File: config.mk
export PLATFORM = sky130hd
export DESIGN_NAME = bcc_err_counter
export DESIGN_NICKNAME = d
export VERILOG_FILES = /design/src/rtl/bcc_pkg.sv /design/src/rtl/bcc_skew_align.sv /design/src/rtl/bcc_window_ctrl.sv /design/src/rtl/bcc_mismatch_accum.sv /design/src/rtl/bcc_err_counter.sv
export SDC_FILE = /design/constraint.sdc
export NUM_CORES = 1
export LEC_CHECK = 0
export BUFFER_PORTS_ARGS = -buffer_cell sky130_fd_sc_hd__buf_2
export CAP_MARGIN = 40
export CORE_AREA = 4 4 138 100
export CTS_CLUSTER_SIZE = 14
export DETAILED_ROUTE_END_ITERATION = 6
export DIE_AREA = 0 0 142 104
export PLACE_DENSITY = 0.76
export SLEW_MARGIN = 5
export SYNTH_ARGS = -nofsm -noshare
export SYNTH_HDL_FRONTEND = slang
export SYNTH_SLANG_ARGS = --single-unit
File: constraint.sdc
create_clock -name clk -period 2.8 [get_ports clk]
set_clock_uncertainty 0.1 [all_clocks]
set_input_delay 0 -clock clk [delete_from_list [all_inputs] [get_ports clk]]
set_output_delay 0 -clock clk [all_outputs]
set_load 0.01 [all_outputs]
File: src/rtl/bcc_pkg.sv
// Shared definitions for the bit-compare error counter.
// Assumes: one clock domain for both channels and the counters.
package bcc_pkg;
    // Smallest window the counter will measure, in bit periods.
    localparam int unsigned MIN_WINDOW = 65536;

    // Measurement controller state.
    typedef enum logic {
        ST_IDLE = 1'b0,
        ST_RUN  = 1'b1
    } bcc_state_e;
endpackage

File: src/rtl/bcc_skew_align.sv
// Skew alignment for the two sample channels.
// Each channel keeps a short history of its valid bits. One channel,
// selected by delay_scan, is tapped skew_amt valid bits back and the
// other is passed through. Assumes skew_amt stays within MAX_SKEW;
// larger values select the present bit.
module bcc_skew_align #(
    parameter int MAX_SKEW = 7,
    parameter int SKEW_W   = $clog2(MAX_SKEW + 1)
) (
    input  logic              clk,
    input  logic              rst_n,
    input  logic              bit_valid,
    input  logic              ref_bit,
    input  logic              scan_bit,
    input  logic [SKEW_W-1:0] skew_amt,
    input  logic              delay_scan,
    output logic              ref_al,
    output logic              scan_al
);
    localparam int NCH = 2;

    logic [NCH-1:0] ch_in;
    logic [NCH-1:0] ch_tap;

    assign ch_in = {scan_bit, ref_bit};

    for (genvar g = 0; g < NCH; g++) begin : g_chan
        logic [MAX_SKEW-1:0] hist;

        // Shift the channel's history on every valid bit.
        always_ff @(posedge clk) begin
            if (!rst_n) begin
                hist <= '0;
            end else if (bit_valid) begin
                hist <= {hist[MAX_SKEW-2:0], ch_in[g]};
            end
        end

        // Select the bit presented skew_amt valid bits ago.
        always_comb begin
            ch_tap[g] = ch_in[g];
            for (int k = 1; k <= MAX_SKEW; k++) begin
                if (skew_amt == SKEW_W'(k)) begin
                    ch_tap[g] = hist[k-1];
                end
            end
        end
    end

    // Apply the delay to the selected channel only.
    always_comb begin
        ref_al  = delay_scan ? ch_in[0]  : ch_tap[0];
        scan_al = delay_scan ? ch_tap[1] : ch_in[1];
    end
endmodule

File: src/rtl/bcc_window_ctrl.sv
// Measurement window controller.
// Latches the effective window at start, counts compared bits and
// issues a one-cycle done when the window is filled. Assumes
// WIN_W is wide enough to hold MIN_WINDOW.
module bcc_window_ctrl #(
    parameter int WIN_W = 32
) (
    input  logic             clk,
    input  logic             rst_n,
    input  logic             start,
    input  logic             clear,
    input  logic             bit_valid,
    input  logic [WIN_W-1:0] win_len,
    output logic             count_en,
    output logic [WIN_W-1:0] bit_count,
    output logic             done
);
    import bcc_pkg::*;

    localparam logic [WIN_W-1:0] MIN_WIN = WIN_W'(MIN_WINDOW);

    bcc_state_e       state;
    logic [WIN_W-1:0] win_q;
    logic             last_bit;

    // A bit counts only in a running window and outside control cycles.
    assign count_en = (state == ST_RUN) && bit_valid && !start && !clear;
    assign last_bit = count_en && (bit_count == win_q - 1'b1);

    // Controller state, latched window, bit counter and done pulse.
    always_ff @(posedge clk) begin
        if (!rst_n) begin
            state     <= ST_IDLE;
            win_q     <= MIN_WIN;
            bit_count <= '0;
            done      <= 1'b0;
        end else if (clear) begin
            state     <= ST_IDLE;
            bit_count <= '0;
            done      <= 1'b0;
        end else if (start) begin
            state     <= ST_RUN;
            win_q     <= (win_len < MIN_WIN) ? MIN_WIN : win_len;
            bit_count <= '0;
            done      <= 1'b0;
        end else begin
            done <= last_bit;
            if (count_en) begin
                bit_count <= bit_count + 1'b1;
            end
            if (last_bit) begin
                state <= ST_IDLE;
            end
        end
    end
endmodule

File: src/rtl/bcc_mismatch_accum.sv
// Saturating mismatch accumulator.
// Adds one per counted mismatch and sticks at all-ones. Assumes
// zero_cnt is asserted for start and clear.
module bcc_mismatch_accum #(
    parameter int ERR_W = 32
) (
    input  logic             clk,
    input  logic             rst_n,
    input  logic             zero_cnt,
    input  logic             hit,
    output logic [ERR_W-1:0] err_count
);
    localparam logic [ERR_W-1:0] ERR_MAX = '1;

    // Count mismatches without wrapping.
    always_ff @(posedge clk) begin
        if (!rst_n) begin
            err_count <= '0;
        end else if (zero_cnt) begin
            err_count <= '0;
        end else if (hit && (err_count != ERR_MAX)) begin
            err_count <= err_count + 1'b1;
        end
    end
endmodule

File: src/rtl/bcc_err_counter.sv
// Dual-channel bit-compare error counter, top level.
// Aligns two sample streams of one input, compares them bit by bit
// and counts mismatches over a window of valid bit periods.
// Assumes both samples are timed by clk and arrive together.
module bcc_err_counter #(
    parameter int MAX_SKEW = 7,
    parameter int SKEW_W   = $clog2(MAX_SKEW + 1),
    parameter int ERR_W    = 32,
    parameter int WIN_W    = 32
) (
    input  logic              clk,
    input  logic              rst_n,
    input  logic              start,
    input  logic              clear,
    input  logic              bit_valid,
    input  logic              ref_bit,
    input  logic              scan_bit,
    input  logic [SKEW_W-1:0] skew_amt,
    input  logic              delay_scan,
    input  logic [WIN_W-1:0]  win_len,
    output logic [ERR_W-1:0]  err_count,
    output logic [WIN_W-1:0]  bit_count,
    output logic              done
);
    logic ref_al;
    logic scan_al;
    logic count_en;
    logic hit;

    bcc_skew_align #(
        .MAX_SKEW (MAX_SKEW),
        .SKEW_W   (SKEW_W)
    ) u_align (
        .clk        (clk),
        .rst_n      (rst_n),
        .bit_valid  (bit_valid),
        .ref_bit    (ref_bit),
        .scan_bit   (scan_bit),
        .skew_amt   (skew_amt),
        .delay_scan (delay_scan),
        .ref_al     (ref_al),
        .scan_al    (scan_al)
    );

    bcc_window_ctrl #(
        .WIN_W (WIN_W)
    ) u_win (
        .clk       (clk),
        .rst_n     (rst_n),
        .start     (start),
        .clear     (clear),
        .bit_valid (bit_valid),
        .win_len   (win_len),
        .count_en  (count_en),
        .bit_count (bit_count),
        .done      (done)
    );

    // A mismatch on a counted bit is one error.
    assign hit = count_en && (ref_al ^ scan_al);

    bcc_mismatch_accum #(
        .ERR_W (ERR_W)
    ) u_acc (
        .clk       (clk),
        .rst_n     (rst_n),
        .zero_cnt  (start | clear),
        .hit       (hit),
        .err_count (err_count)
    );
endmodule

==> metrics.md <==
| Metric | Value |
|---|---|
| Reg2reg start | u_win.win_q[1] |
| Netlist cell types | 77 |
| Core area | 12,380 µm² |
| Reg-to-reg slack, setup | 0.05 ns |
| Most frequent cells in the layout | 112 x dfxtp_1, 107 x buf_2, 67 x nor2_1 |
| Pre-antenna DRT Iters | 6 |
| Fin crit share | 98.19% |
| Worst-path clk slew | 0.08 ns |
| Root Driver | clkbuf_16 |
| # rows | 34 |
| Sequential-to-total area share from yosys stat | 35.79% |
| Fmax achieved | 363.7 MHz |
| Worst-path maximum fanout | 5 |
| # DRC | 0 |
| Worst Reg2Reg Path Length in Cells | 10 |
| Vias per inst | 5.608 |
| GPL Wtd Cong | 0.9369 |
| Routed len/inst | 15.69 µm |
| Static leakage | 3.158 nW |
| Max-cap violation count | 0 |
| Hold path cells | 4 |
| Crit Reg-Reg Endpoint | u_win.state |
| Setup crit start kind | register |
| First-pass GRT wire length | 28,330 µm |
| Die H | 104 µm |
| VDD IR max | 0.3607 mV |
| Synth Register Bits | 112 |
| Final setup viols | 0 |
| Die X | 142 µm |
| Number of global-route vias before repair | 5,503 |
| Hold Path Sink | u_acc.err_count[10] |
| CTS tree | built |
| GRT Util Overall | 23.05% |
| Unrepaired setup endpoints after global routing | yes |
| Mux contribution to synthesized area | 3.715% |
| Grt total ovfl | 0 |
| Minimum clock period | 2.749 ns |
| H-tree depth | 3 |
| CTS Buffer Depth | 2 |
| Drt total wl | 17,150 µm |
| Critical Path End Type | register |
| Register area | 2242 µm² |
| Post-DP HPWL | 12,570 µm |
| Antenna cells | 0 |
| Synth Area per Inst | 8.353 µm² |
| Syn Nets | 796 |
| Die area | 14,770 µm² |
| Most used DFF post-synth | dfxtp_1 |
| Post-synth ARST share | 0% |
| Measured slew at the worst slew-check pin | 0.6366 ns |
| Hold path start | start |
| Vias | 6,130 |
| Final #Nets | 972 |
| CP arrival | 2.89 ns |
| Hold WC Path Type | input pin to register |
| Worst path cell trace | inv_1, ha_2, nor4b_4, buf_4, nand3_1, nor4_1, xnor2_1, or4_4, o41ai_2, a21oi_1 |
| Largest net degree at the start of global routing | 61 |
| Syn Inst Count | 750 |
| Fill cells | 1,041 |
| Status | complete, no violations |
| Placed Cells | 1,039 |
| Ys Warns | 0 |
| Slew Viols, Final | 0 |
| Clock Latency Late Sink | 0.35 ns |
| Post-synth EDFFs | 0 |
| Relative slew slack | 57.56% |
| CTS sink cnt | 112 |
| Routed Antenna Nets | 0 |
| Simple-Gate Fraction of Synth Area | 29.88% |
| Port Buffer Count | 107 |
| Most common library cell in the layout ignoring fill and taps | dfxtp_1 |
| Share of cells above drive strength 1 | 23.09% |
| P&R area growth vs syn | 27.68% |
| Post-Syn Area | 6265 µm² |
| Multi-input gate area | 3775 µm² |
| DR iter-0 viols | 576 |
| Critical path type | register to register |
| CTS Buf Count | 9 |
| Largest family of logic cells by synthesized area | simple AND/OR/NAND/NOR gates |
| Required @ worst endpoint | 2.94 ns |
| Initial Utilization | 50.61% |
| Crit-path slowest cell | or4_4 |
| Final Hold Fails | 0 |
| Non-Filler Instances | 1,093 |
| Xor/xnor share of the synthesized area | 10.33% |
| Ports | 108 |
| Post-synthesis adder-cell area fraction | 0.5992% |
| Min Hold Slack | 0.06371 ns |
| Critical Path Max Stage Delay | 0.54 ns |
| Compound-Gate Fraction of Synth Area | 15.28% |
| Power Density | 438.3 nW/µm² |
| Antenna violations before repair | 0 |
==> final cells by class <==
cell class | count | share of cell area [%]
Tap cell | 162 | 2.534
Clock inverter | 7 | 1.283
Timing Repair Buffer | 202 | 16.74
Multi-Input combinational cell | 571 | 47.19
Inverter | 30 | 1.408
Clock buffer | 9 | 2.816
Sequential cell | 112 | 28.03
==> per-layer routing <==
metal,global-route usage (%),vias to the layer above,part of all wire [%]
met5,0,-,0
met4,5.137,0,1.6
met2,33.06,213,42
met3,4.458,17,7.5
li1,-,3030,-
met1,35.35,2870,49
==> power by group <==
part	total, mW	switching (mW)	internal (mW)
clock network	1.40	0.603	0.794
registers	1.65	0.0346	1.62
logic	0.457	0.232	0.225
total	3.51	0.870	2.64
==> how the worst max path moves through the flow <==
stage,start,endpoint,slack (ns),depth (start not counted)
after detailed placement,u_win.win_q[16],u_win.state,0.04,7
after CTS,u_win.win_q[1],u_win.state,0.01,10
final,u_win.win_q[1],u_win.state,0.05,10
after floorplan,u_win.win_q[0],u_win.state,0.07,10
after global routing,u_win.win_q[1],u_win.state,-0.12,10
after global placement,u_win.win_q[1],u_win.state,0.1,10
==> kinds of logic after synthesis <==
kind of cell / Yosys count
buf+inv: 67
simple gates: 333
mux: 22
xor+xnor: 73
flops: 112
compound gates: 140
fa+ha+maj: 3
==> critical path: cells and delay by family (launching register included) <==
kind	cells	cell delay, ns
flops	1	0.34
buf+inv	2	0.25
xor+xnor	1	0.10
fa+ha+maj	1	0.22
simple gates	4	1.25
compound gates	2	0.38
==> cell usage after synthesis, types with 3 or more instances <==
library cell    n  area share, %
a31o_1          3           0.42
a21boi_0       15            1.8
buf_2           5           0.40
and4_1          6           0.84
a21o_1         11            1.3
ha_1            3           0.60
nor2b_1        31            3.1
nand2b_1        5           0.50
nor4_1         11            1.1
mux2i_1        21            3.4
o21ai_0        19            1.5
a41oi_1         3           0.42
and3_1         16            1.6
xor2_1         18            2.5
nand3_1        28            2.2
or4_1           3           0.36
xnor2_1        54            7.5
inv_1          30            1.8
a31oi_1         7           0.70
nand4_1        24            2.4
and2_1          3           0.30
nand3b_1        4           0.48
or3_1          19            1.9
o21a_1          3           0.36
a21oi_1        34            2.7
nor3_1         17            1.4
o211ai_1        4           0.48
clkbuf_1       27            1.6
dfxtp_1       112             36
a22oi_1        17            2.0
nor2_1         68            4.1
nand2_1        66            4.0
==> registers in the layout, summed over array words and instances (netlist names) <==
signal and count:
u_win.win_q 32, u_acc.err_count 32, u_win.done 1, u_win.bit_count 32, u_align.g_chan.hist 14, u_win.state 1
==> per-stage QoR <==
stage          worst slack, ns  setup TNS, ns  power [mW]  util, %  cell area (µm²)
6_report               0.05073              0       3.506    64.61             7999
2_1_floorplan          0.07227              0       1.959        -             6265
3_3_place_gp           0.09750              0       2.083    58.72             7269
3_5_place_dp           0.03930              0       2.091    58.72             7269
4_1_cts                0.01273              0       3.520    64.28             7958
5_1_grt                -0.1242        -0.1970       3.648    64.61             7999
==> what timing repair did <==
action                                  4_1_cts  5_1_grt
hold endpoints to repair                     35        0
gates resized for setup                       0        8
hold buffers                                 36        0
setup buffers                                 0        2
endpoints found under the setup margin        0       19
No activity file was read; power rests on OpenSTA's default activity.
